<file path="config.mk">
export PLATFORM = sky130hd
export DESIGN_NAME = dbell_regblk
export DESIGN_NICKNAME = d
export VERILOG_FILES = /design/src/rtl/dbell_pkg.sv /design/src/rtl/dbell_vec_table.sv /design/src/rtl/dbell_gate.sv /design/src/rtl/dbell_irq_core.sv /design/src/rtl/dbell_regblk.sv
export SDC_FILE = /design/constraint.sdc
export NUM_CORES = 1
export LEC_CHECK = 0
export BUFFER_PORTS_ARGS = -buffer_cell sky130_fd_sc_hd__buf_2
export CELL_PAD_IN_SITES_DETAIL_PLACEMENT = 0
export CELL_PAD_IN_SITES_GLOBAL_PLACEMENT = 1
export CORE_UTILIZATION = 44
export CTS_BUF_LIST = sky130_fd_sc_hd__clkbuf_8
export DETAILED_ROUTE_END_ITERATION = 10
export PLACE_DENSITY_LB_ADDON = 0.1
export SKIP_CTS_REPAIR_TIMING = 1
export SLEW_MARGIN = 20
export SYNTH_ARGS = -nofsm -noshare
export SYNTH_HDL_FRONTEND = slang
export SYNTH_HIERARCHICAL = 1
export SYNTH_SLANG_ARGS = --single-unit
</file>
<file path="constraint.sdc">
create_clock -name clk -period 2.55 [get_ports clk]
set_clock_uncertainty 0.2 [all_clocks]
set_input_delay 0.1275 -clock clk [delete_from_list [all_inputs] [get_ports clk]]
set_output_delay 0.1275 -clock clk [all_outputs]
set_load 0.02 [all_outputs]
</file>
<file path="src/rtl/dbell_pkg.sv">
package dbell_pkg;
   // Width of the peer identifier field carried in a doorbell word
   localparam int ID_W      = 16;
   localparam int DATA_W    = 32;
   // Word indices of the registers (byte offset / 4)
   localparam int WIDX_MASK = 0;
   localparam int WIDX_STAT = 1;
   localparam int WIDX_POS  = 2;
   localparam int WIDX_BELL = 3;

   typedef enum logic [2:0] {
      SEL_NONE,
      SEL_MASK,
      SEL_STAT,
      SEL_POS,
      SEL_BELL
   } reg_sel_e;
endpackage

</file>
<file path="src/rtl/dbell_vec_table.sv">
module dbell_vec_table #(
   parameter int NUM_PEERS = 16,
   parameter int PEER_W    = 4,
   parameter int CNT_W     = 9
) (
   input  logic              clk,
   input  logic              rst_n,
   input  logic              cfg_we_i,
   input  logic [PEER_W-1:0] cfg_peer_i,
   input  logic [CNT_W-1:0]  cfg_count_i,
   input  logic [PEER_W-1:0] look_peer_i,
   output logic [CNT_W-1:0]  look_cnt_o
);
   logic [CNT_W-1:0] cnt_q [NUM_PEERS];

   for (genvar p = 0; p < NUM_PEERS; p++) begin : g_peer
      always_ff @(posedge clk) begin
         if (!rst_n) begin
            cnt_q[p] <= '0;
         end else if (cfg_we_i && (cfg_peer_i == PEER_W'(p))) begin
            cnt_q[p] <= cfg_count_i;
         end
      end
   end

   // Indices past the last peer read as zero vectors
   always_comb begin
      look_cnt_o = '0;
      for (int p = 0; p < NUM_PEERS; p++) begin
         if (look_peer_i == PEER_W'(p)) begin
            look_cnt_o = cnt_q[p];
         end
      end
   end
endmodule

</file>
<file path="src/rtl/dbell_gate.sv">
module dbell_gate
   import dbell_pkg::*;
#(
   parameter int NUM_PEERS = 16,
   parameter int PEER_W    = 4,
   parameter int VEC_W     = 8
) (
   input  logic              clk,
   input  logic              rst_n,
   input  logic              fire_i,
   input  logic [ID_W-1:0]   dest_i,
   input  logic [VEC_W-1:0]  vec_i,
   output logic [PEER_W-1:0] look_peer_o,
   input  logic [VEC_W:0]    look_cnt_i,
   output logic              ntf_valid_o,
   output logic [ID_W-1:0]   ntf_peer_o,
   output logic [VEC_W-1:0]  ntf_vec_o
);
   localparam logic [ID_W:0] PEER_LIM = (ID_W+1)'(NUM_PEERS);

   logic peer_ok;
   logic vec_ok;
   logic accept;

   assign look_peer_o = dest_i[PEER_W-1:0];
   assign peer_ok     = {1'b0, dest_i} < PEER_LIM;
   assign vec_ok      = {1'b0, vec_i} < look_cnt_i;
   assign accept      = fire_i && peer_ok && vec_ok;

   always_ff @(posedge clk) begin
      if (!rst_n) begin
         ntf_valid_o <= 1'b0;
         ntf_peer_o  <= '0;
         ntf_vec_o   <= '0;
      end else begin
         ntf_valid_o <= accept;
         if (accept) begin
            ntf_peer_o <= dest_i;
            ntf_vec_o  <= vec_i;
         end
      end
   end
endmodule

</file>
<file path="src/rtl/dbell_irq_core.sv">
module dbell_irq_core
   import dbell_pkg::*;
#(
   parameter bit MSG_MODE = 1'b0
) (
   input  logic              clk,
   input  logic              rst_n,
   input  logic              wr_mask_i,
   input  logic              wr_stat_i,
   input  logic              rd_stat_i,
   input  logic              evt_i,
   input  logic [DATA_W-1:0] wdata_i,
   output logic [DATA_W-1:0] mask_o,
   output logic [DATA_W-1:0] stat_o,
   output logic              irq_o
);
   logic [DATA_W-1:0] mask_q;
   logic [DATA_W-1:0] stat_q;
   logic [DATA_W-1:0] stat_bus;
   logic              evt_hit;

   // Bus effect on status first; the event overrides it
   always_comb begin
      stat_bus = stat_q;
      if (wr_stat_i) begin
         stat_bus = wdata_i;
      end else if (rd_stat_i) begin
         stat_bus = '0;
      end
   end

   if (MSG_MODE) begin : g_msg
      logic unused_evt;
      assign unused_evt = evt_i;
      assign evt_hit    = 1'b0;
      assign irq_o      = 1'b0;
   end else begin : g_line
      assign evt_hit = evt_i;
      assign irq_o   = |(stat_q & mask_q);
   end

   always_ff @(posedge clk) begin
      if (!rst_n) begin
         mask_q <= '0;
         stat_q <= '0;
      end else begin
         if (wr_mask_i) begin
            mask_q <= wdata_i;
         end
         stat_q <= evt_hit ? DATA_W'(1) : stat_bus;
      end
   end

   assign mask_o = mask_q;
   assign stat_o = stat_q;
endmodule

</file>
<file path="src/rtl/dbell_regblk.sv">
module dbell_regblk
   import dbell_pkg::*;
#(
   parameter int ADDR_W    = 8,
   parameter int NUM_PEERS = 16,
   parameter int VEC_W     = 8,
   parameter bit MSG_MODE  = 1'b0,
   localparam int PEER_W   = (NUM_PEERS > 1) ? $clog2(NUM_PEERS) : 1
) (
   input  logic              clk,
   input  logic              rst_n,
   input  logic              req_valid_i,
   input  logic              req_write_i,
   input  logic [ADDR_W-1:0] req_addr_i,
   input  logic [31:0]       req_wdata_i,
   output logic              rd_valid_o,
   output logic [31:0]       rd_data_o,
   input  logic [15:0]       own_pos_i,
   input  logic              evt_i,
   input  logic              cfg_we_i,
   input  logic [PEER_W-1:0] cfg_peer_i,
   input  logic [VEC_W:0]    cfg_count_i,
   output logic              irq_o,
   output logic              ntf_valid_o,
   output logic [15:0]       ntf_peer_o,
   output logic [VEC_W-1:0]  ntf_vec_o
);
   localparam int WORD_W = ADDR_W - 2;

   if (ADDR_W < 4) begin : g_bad_addr
      $error("ADDR_W must cover at least four word registers");
   end
   if (VEC_W < 1 || VEC_W > 16) begin : g_bad_vec
      $error("VEC_W must lie in 1..16 so the vector field stays below bit 16");
   end
   if (NUM_PEERS < 1 || NUM_PEERS > 65536) begin : g_bad_peers
      $error("NUM_PEERS must lie in 1..65536");
   end

   reg_sel_e          wsel;
   reg_sel_e          rsel;
   logic [WORD_W-1:0] waddr_word;
   logic              wr_go;
   logic              rd_go;
   logic [31:0]       mask_v;
   logic [31:0]       stat_v;
   logic [PEER_W-1:0] look_peer;
   logic [VEC_W:0]    look_cnt;
   logic [31:0]       rd_mux;

   assign wr_go      = req_valid_i &&  req_write_i;
   assign rd_go      = req_valid_i && !req_write_i;
   assign waddr_word = req_addr_i[ADDR_W-1:2];

   // Writes: byte lanes ignored, word index decoded
   always_comb begin
      unique case (waddr_word)
         WORD_W'(WIDX_MASK): wsel = SEL_MASK;
         WORD_W'(WIDX_STAT): wsel = SEL_STAT;
         WORD_W'(WIDX_POS):  wsel = SEL_POS;
         WORD_W'(WIDX_BELL): wsel = SEL_BELL;
         default:            wsel = SEL_NONE;
      endcase
   end

   // Reads: full byte address must match
   always_comb begin
      unique case (req_addr_i)
         ADDR_W'(WIDX_MASK * 4): rsel = SEL_MASK;
         ADDR_W'(WIDX_STAT * 4): rsel = SEL_STAT;
         ADDR_W'(WIDX_POS * 4):  rsel = SEL_POS;
         default:                rsel = SEL_NONE;
      endcase
   end

   dbell_irq_core #(
      .MSG_MODE (MSG_MODE)
   ) u_irq (
      .clk       (clk),
      .rst_n     (rst_n),
      .wr_mask_i (wr_go && (wsel == SEL_MASK)),
      .wr_stat_i (wr_go && (wsel == SEL_STAT)),
      .rd_stat_i (rd_go && (rsel == SEL_STAT)),
      .evt_i     (evt_i),
      .wdata_i   (req_wdata_i),
      .mask_o    (mask_v),
      .stat_o    (stat_v),
      .irq_o     (irq_o)
   );

   dbell_vec_table #(
      .NUM_PEERS (NUM_PEERS),
      .PEER_W    (PEER_W),
      .CNT_W     (VEC_W + 1)
   ) u_table (
      .clk         (clk),
      .rst_n       (rst_n),
      .cfg_we_i    (cfg_we_i),
      .cfg_peer_i  (cfg_peer_i),
      .cfg_count_i (cfg_count_i),
      .look_peer_i (look_peer),
      .look_cnt_o  (look_cnt)
   );

   dbell_gate #(
      .NUM_PEERS (NUM_PEERS),
      .PEER_W    (PEER_W),
      .VEC_W     (VEC_W)
   ) u_gate (
      .clk         (clk),
      .rst_n       (rst_n),
      .fire_i      (wr_go && (wsel == SEL_BELL)),
      .dest_i      (req_wdata_i[31:16]),
      .vec_i       (req_wdata_i[VEC_W-1:0]),
      .look_peer_o (look_peer),
      .look_cnt_i  (look_cnt),
      .ntf_valid_o (ntf_valid_o),
      .ntf_peer_o  (ntf_peer_o),
      .ntf_vec_o   (ntf_vec_o)
   );

   always_comb begin
      unique case (rsel)
         SEL_MASK: rd_mux = mask_v;
         SEL_STAT: rd_mux = stat_v;
         SEL_POS:  rd_mux = {16'h0, own_pos_i};
         default:  rd_mux = '0;
      endcase
   end

   always_ff @(posedge clk) begin
      if (!rst_n) begin
         rd_valid_o <= 1'b0;
         rd_data_o  <= '0;
      end else begin
         rd_valid_o <= rd_go;
         rd_data_o  <= rd_go ? rd_mux : '0;
      end
   end
endmodule

</file>
Word-level counts from Yosys, hierarchy flattened. Memories as Yosys holds them, arrays and structs flattened. Index checks and enable logic that the tools add are counted.

Bitwise operators: 18. Equality and inequality tests: 41. Mux-type cells: 87. Magnitude comparators: 2. Reduce and logical (&&, ||, !) cells: 34.

Operator list (number): $mux W9 (32); $pmux W32 S3 (1); $eq A4 B4 Y1 const B (16); $mux W32 (2); $mux W1 (50); $and A32 B32 Y32 (1); $eq A4 B3 Y1 const B (8); $reduce_or A32 Y1 (1); $logic_and A1 B1 Y1 (24); $eq A4 B2 Y1 const B (4); $lt A16 B5 Y1 const B (1); $or A1 B1 Y1 (16); $eq A6 B2 Y1 const B (2); $pmux W3 S4 (1); $eq A3 B2 Y1 const B (3); $lt A8 B9 Y1 (1); $eq A4 B1 Y1 const B (2); $eq A8 B3 Y1 const B (1); $eq A8 B4 Y1 const B (1); $logic_not A4 Y1 (2); $logic_not A8 Y1 (1); $eq A3 B1 Y1 const B (2); $eq A6 B1 Y1 const B (1); $logic_not A6 Y1 (1); 8 further kinds (8).

Register bits after elaboration: 122. Memories kept: 1. Input bits: 75. Memory bits (writable): 144.

Memory list: u_table.cnt_q (words 16, width 9, read ports 16, clocked after memory_dff 0, wr ports 16, RTL line dbell_vec_table.sv:14) `logic [CNT_W-1:0] cnt_q [NUM_PEERS];`.

Logic depth before layout (Yosys ltp). Gate-level depths: netlist of the first run.

Depth after elaboration: 19. Mapped depth: 17. Depth with buffers taken out: 12.

Hierarchy. Netlist of the first run, hierarchy kept.

Modules (own cells, without submodules): dbell_vec_table (area an instance 6944.2 um^2, cells an instance 558, times used 1, sequential area each 4324.1 um^2); dbell_irq_core (area an instance 2582.5 um^2, cells an instance 266, times used 1, sequential area each 1281.2 um^2); dbell_regblk (area an instance 1570.3 um^2, cells an instance 154, times used 1, sequential area each 660.6 um^2); dbell_gate (area an instance 1108.6 um^2, cells an instance 119, times used 1, sequential area each 500.5 um^2).

Worst setup path before layout of the first run. Ideal clock, no wire load.

Path type: input-to-reg. Start: input port req_wdata_i[17]. End: register u_gate.ntf_peer_o[0]. Library setup time: 72 ps. Slack: -234 ps. Required time: 2278 ps. Stages on the path: 16. Arrival time: 2512 ps. Path through: buf_4 > buf_2 > buf_2 > mux2i_1 > nor2_1 > o311ai_0 > a21oi_1 > inv_1 > ha_1 > a21oi_1 > a21oi_1 > nor3_2 > o21a_1 > buf_6 > buf_12 > mux2i_1.

Cells in the longest elaborated chain, start to end: 19. Elaborated cells on any way between the ends: 36. Those cells by class: 2 x order compare; 15 x eq/ne; 16 x mux; 3 x reduce/logical.

RTL lines: start: declaration (RTL line dbell_regblk.sv:15) `input logic [31:0] req_wdata_i,`; $logic_not A4 Y1 (RTL line dbell_vec_table.sv:30) `if (look_peer_i == PEER_W'(p)) begin`; $mux W9 (15 in series) (RTL line dbell_vec_table.sv:30); $mux W9 * (RTL line dbell_vec_table.sv:30); via look_cnt[6] (RTL line dbell_regblk.sv:48) `logic [VEC_W:0] look_cnt;`; $lt A8 B9 Y1 * (RTL line dbell_gate.sv:27) `assign vec_ok = {1'b0, vec_i} < look_cnt_i;`; $logic_and A1 B1 Y1 * (RTL line dbell_gate.sv:28) `assign accept = fire_i && peer_ok && vec_ok;`; end signal: assignment (RTL line dbell_gate.sv:38) `ntf_peer_o <= dest_i;`; end: declaration (RTL line dbell_gate.sv:16) `output logic [ID_W-1:0] ntf_peer_o,`.

Mark *: on every way through the listed nets, which the timed path passes. The rest lies on a longest branch. A chain may end at the register's enable or synchronous reset.

==> impl_metrics.ini, run 1 <==
[routing]
vias = 9111
drtAntennaViolNets = 0
routed_wl_mm = 34.30
drcViolationCount = 0
drtIter0Drc = 450
vias_per_cell = 5.147
firstDrtPassIters = 5
avgRoutedWirePerCell_um = 19.38

[worst_setup_path]
start_kind = flop
cp.arrival_ns = 3.09
r2r_start = u_table/cnt_q[0][19]$_SDFFCE_PN0P_
crit_path_end_kind = flop
max_stage_delay_ns = 0.39
worstSetupPathType = flop to flop
reg2reg_setup_slack_ns = -0.27
cpLargestDelayFamily = compound AO/OA/AOI/OAI gates
cp_cell_sequence = a221oi_2, a21oi_1, a221o_1, a32o_2, inv_1, ha_1, o21ai_1, o21bai_1, a21oi_2, o21a_2, clkbuf_16, mux2i_1
worstPathRequired_ns = 2.82
timing.critical_path.buf_inv = 2
cp_max_fo = 6
r2r-end = u_gate/ntf_peer_o[3]$_SDFFE_PN0P_
r2r.worst_path.cells = 12
slowest_stage = edfxtp_1

[timing]
maxSlewViolCount = 0
tightest_slew_ns = 0.8921
period_minus_slack_ns = 2.815
rsz0062_at_grt = true
fmax_ghz = 0.3552
finalSetupViolCount = 25
fin_ws_ns = -0.2650
hold_violations = 0
timing.slew.headroom = 0.4013
min_period_over_period = 1.104
whs_ns = 0.03195

[grt]
antenna_found_initial = 0
use_met1 = 0.3089
grt_max_degree = 49
grt.total_usage = 0.2367
grt_use_met3 = 0.04442
grt_pass1_wl_mm = 51.17
grtUsageMet2 = 0.4007
busiest_layer = met2
grt.overflow.total = 0
grt_pass1_vias = 8804

[synth]
synth_edf_count = 144
syn_area_per_cell_um2 = 11.13
synth.distinct_cells = 62
async_reset_ff_frac = 0
synth_top_area_share = 0.3543
synth.largest_area_cell = edfxtp_1
synth_nets = 1179
yosys_warnings = 6
syn-cell-area_um2 = 12210
ys_seq_area_frac = 0.5544
synth.area.top_cells = edfxtp_1 35%, dfxtp_1 20%, mux2i_1 8.4%
synth-seq-cells = 266
synth_common_cells = 147 x and2_1, 144 x edfxtp_1, 122 x dfxtp_1, 103 x mux2i_1, 77 x nor2_1
syn_inst = 1097
ys.flop_type = edfxtp_1
synth_most_common_cell = and2_1

[floorplanning]
core_um2 = 27100
die_h_um = 168.6
ioPinCount = 134
die_area_um2 = 28410
die_w_um = 168.6
num_rows = 60
start_util = 0.4504

[cts]
clkTransAtPathRegs_ns = 0.06
cts_buffer_depth = 3
cts_root_buffer = clkbuf_8
clock_sinks = 266
cts_inserted_buffers = 47
cts_htree_levels = 2
cts_tree = built
clk_latency_ns = 0.55

[min_path]
min_to = u_gate/ntf_peer_o[2]$_SDFFE_PN0P_
whs_path_depth = 5
hold_class = primary input to flop
hp-start = req_wdata_i[18]

[outcome]
status = finished, violations left
violations = negative setup slack

[final_layout]
finish.utilization = 0.5657
final_nets = 1445
syn2layout_area_growth_pct = 25.60
diodes = 0
stdcell_area_um2 = 15330
drive_above_1_share = 0.2518

[place]
gp_congestion = 0.8691
dpl_worst_slack_ns = -0.4882
portBuffers = 133
hpwlAfterDp_mm = 23.59
placed_area_um2 = 13730

[power]
vdd_drop_max_mv = 0.3907
leakage_nw = 6.030
power_mw = 9.366
power_density_nw_per_um2 = 610.9

[run]
maxCapViolCount = 0
[worst reg2reg max path, stage by stage, from the launching register on]
cell and delay [ns]:
edfxtp_1 0.39, a221oi_2 0.25, a21oi_1 0.08, a221o_1 0.37, a32o_2 0.28, inv_1 0.05, ha_1 0.21, o21ai_1 0.12
o21bai_1 0.09, a21oi_2 0.16, o21a_2 0.20, clkbuf_16 0.17, mux2i_1 0.17
[power breakdown]
| group | switching, mW | internal, mW | total [mW] |
|---|---|---|---|
| clock network | 1.73 | 2.06 | 3.79 |
| logic | 0.480 | 0.380 | 0.860 |
| registers | 0.0576 | 4.66 | 4.72 |
[stage by stage]
| step | std cells | setup TNS (ns) |
|---|---|---|
| final | 1770 | -5.266 |
| after global placement | 1619 | -10.86 |
| after global routing | 1770 | -9.162 |
| after detailed placement | 1619 | -10.71 |
| after CTS | 1703 | -7.443 |
| after floorplan | 1097 | -2.195 |
[sequential cells by signal, indices dropped and copies added, names as in the netlist]
| signal | flops |
|---|---|
| u_gate/ntf_peer_o | 16 |
| u_table/cnt_q | 144 |
| u_gate/ntf_vec_o | 8 |
| u_irq/stat_o | 32 |
| u_irq/mask_o | 32 |
| u_gate/ntf_valid_o | 1 |
| rd_valid_o | 1 |
| rd_data_o | 32 |
[kinds of logic after synthesis]
logic type / count (synthesis) / share of synthesized area
buffers and inverters: 89 / 0.03639
AO/OA/AOI/OAI: 173 / 0.08888
adder cells (fa/ha/maj): 7 / 0.007175
flip-flops: 266 / 0.5544
multiplexers: 112 / 0.1005
AND/OR/NAND/NOR: 450 / 0.2127
[how the worst max path moves through the flow]
stage	to	start	slack (ns)	depth (start not counted)
detailed placement	u_gate/ntf_valid_o$_SDFF_PN0_	req_wdata_i[17]	-0.49	15
floorplan	u_gate/ntf_peer_o[0]$_SDFFE_PN0P_	req_wdata_i[18]	-0.17	15
finish	u_gate/ntf_peer_o[3]$_SDFFE_PN0P_	u_table/cnt_q[0][19]$_SDFFCE_PN0P_	-0.27	12
global placement	u_gate/ntf_valid_o$_SDFF_PN0_	req_wdata_i[17]	-0.47	15
global route	u_gate/ntf_peer_o[0]$_SDFFE_PN0P_	u_table/cnt_q[1][38]$_SDFFCE_PN0P_	-0.43	12
CTS	u_gate/ntf_vec_o[3]$_SDFFE_PN0P_	u_table/cnt_q[0][19]$_SDFFCE_PN0P_	-0.35	12
[area by class of cell]
class	instances	area (µm²)
clock buffers	55	757.0
clock inverters	29	150.1
fillers	2383	11770
inverters	15	56.30
multi-input cells	742	5037
flip-flops and latches	266	6766
well taps	372	465.4
repair buffers	291	2097
[metal layers]
layer,part of all wire,vias up
li1,-,4444
met3,0.047,48
met5,0,-
met4,0.019,0
met2,0.49,248
met1,0.45,4371
[cell usage in the layout, fill, tap and decap left out, types with 5 or more instances in the layout]
cell type,n
o31ai_1,6
a21oi_2,11
nand3_1,10
dlygate4sd3_1,66
a21oi_1,67
nor3_2,11
o21ai_0,21
nor2_1,76
nand2_1,53
inv_1,29
edfxtp_1,144
and2_1,147
nor2b_1,39
nand2b_1,14
mux4_2,8
buf_4,86
buf_2,133
mux2i_1,103
o21ai_1,7
nor3_1,15
a22oi_1,19
buf_12,5
nand4_1,6
nor3b_1,32
clkinv_2,8
clkinv_1,5
or2_2,18
dfxtp_1,122
o22ai_1,9
and3_1,11
clkbuf_8,55
a211oi_1,5
ha_1,6
No activity file was read; power rests on OpenSTA's default activity.
==> run 2, diff against run 1 <==
CORE_UTILIZATION = 52   (was 44)
clock period = 3.35 ns   (was 2.55 ns; I/O delays follow)
==> impl_metrics.ini, run 2 (same netlist as run 1, synthesis figures left out) <==
[cts]
cts_buffer_depth = 3
cts_root_buffer = clkbuf_8
clk_latency_ns = 0.54
clkTransAtPathRegs_ns = 0.06
cts_tree = built
cts_htree_levels = 2
cts_inserted_buffers = 45
clock_sinks = 266

[grt]
grt_pass1_vias = 8342
antenna_found_initial = 0
grt_max_degree = 67
grt.overflow.total = 0
grt.total_usage = 0.2586
grt_pass1_wl_mm = 47.47

[worst_setup_path]
worstPathRequired_ns = 3.62
cp_max_fo = 13
start_kind = primary input
worstSetupPathType = primary input to flop
cp.arrival_ns = 3.34
crit_path_end_kind = flop

[timing]
maxSlewViolCount = 0
finalSetupViolCount = 0
timing.slew.headroom = 0.4271
min_period_over_period = 0.9155
fin_setup_tns_ns = 0
whs_ns = -0.006920
rsz0062_at_grt = false
period_minus_slack_ns = 3.067
tightest_slew_ns = 0.8536
fmax_ghz = 0.3260
hold_violations = 2

[floorplanning]
core_um2 = 22850
ioPinCount = 134
num_rows = 55
die_h_um = 155.2
start_util = 0.5342
die_area_um2 = 24090
die_w_um = 155.2

[routing]
vias = 8848
drtAntennaViolNets = 0
avgRoutedWirePerCell_um = 19.06
routed_wl_mm = 31.41
vias_per_cell = 5.369
firstDrtPassIters = 7
drtIter0Drc = 732
drcViolationCount = 0

[min_path]
hold_class = primary input to flop

[final_layout]
finish.utilization = 0.6436
drive_above_1_share = 0.2165
diodes = 0
fillers = 1874
final_cell_mix = 147 x and2_1, 144 x edfxtp_1, 133 x buf_2
final_nets = 1381
syn2layout_area_growth_pct = 20.48
final_common_cell = and2_1
largest_reg_flops = 144
largest-register = u_table/cnt_q

[power]
power_mw = 6.974
power_density_nw_per_um2 = 474.2
leakage_nw = 5.701
vdd_drop_max_mv = 0.3072

[run]
maxCapViolCount = 0

[place]
hpwlAfterDp_mm = 21.20
portBuffers = 133
gp_congestion = 0.9507

[outcome]
status = finished, violations left
violations = negative hold slack
## run 2: cell types whose count changed in the layout (fill, tap and decap cells not counted), sizes merged
cell         before  now
buf             224  171
dlygate4sd3      66   58
clkbuf           56   54
clkinv           14   13
clkinvlp          0    1
## run 2: per-stage QoR
stage               std cells  area, µm²  worst slack [ns]
CTS                      1590      14120            0.3886
global route             1648      14710           0.03560
global placement         1507      13240           0.06142
floorplan                1097      12210            0.5264
detailed placement       1507      13240           0.07358
finish                   1648      14710            0.2830
## run 2: per-layer routing
layer / global-route usage / vias up / part of all wire
met5: 0 / - / 0
met4: 0.08263 / 0 / 0.022
met3: 0.03900 / 62 / 0.058
met2: 0.4314 / 337 / 0.48
met1: 0.3479 / 4129 / 0.44
li1: - / 4320 / -
## run 2: layout make-up
cell class,count,area (µm²),share of cell area
Clock inverter,29,146.4,0.009955
Tap cell,313,391.6,0.02663
Clock buffer,54,743.2,0.05054
Timing Repair Buffer,229,1594,0.1084
Sequential cell,266,6766,0.4601
Inverter,15,56.30,0.003829
Multi-Input combinational cell,742,5007,0.3405
## run 2: path summary, 6_finish.rpt
check	cells past startpoint	startpoint	endpoint	slack, ns
setup / recovery	15	req_wdata_i[19]	u_gate/ntf_vec_o[1]$_SDFFE_PN0P_	0.28
setup reg to reg	12	u_table/cnt_q[0][19]$_SDFFCE_PN0P_	u_gate/ntf_vec_o[1]$_SDFFE_PN0P_	0.41
hold / removal	4	req_addr_i[6]	rd_data_o[6]$_SDFF_PN0_	-0.007
hold reg to reg	2	u_gate/ntf_vec_o[7]$_SDFFE_PN0P_	u_gate/ntf_vec_o[7]$_SDFFE_PN0P_	0.26
## run 2: report_power, final
part | internal (mW) | switching, mW | leakage [nW] | total [mW]
registers | 3.54 | 0.0409 | 2.36 | 3.59
logic | 0.243 | 0.346 | 2.83 | 0.590
clock network | 1.54 | 1.26 | 0.512 | 2.80
## run 2: worst max-delay path, stage by stage
cell	delay [ns]
dlygate4sd3_1	0.53
buf_2	0.20
nand2b_1	0.24
or2_2	0.34
nor2_1	0.13
o311ai_0	0.20
a21oi_1	0.20
inv_1	0.06
ha_1	0.31
a21oi_1	0.13
a21oi_1	0.09
nor3_2	0.20
o21a_1	0.19
buf_12	0.16
mux2i_1	0.18
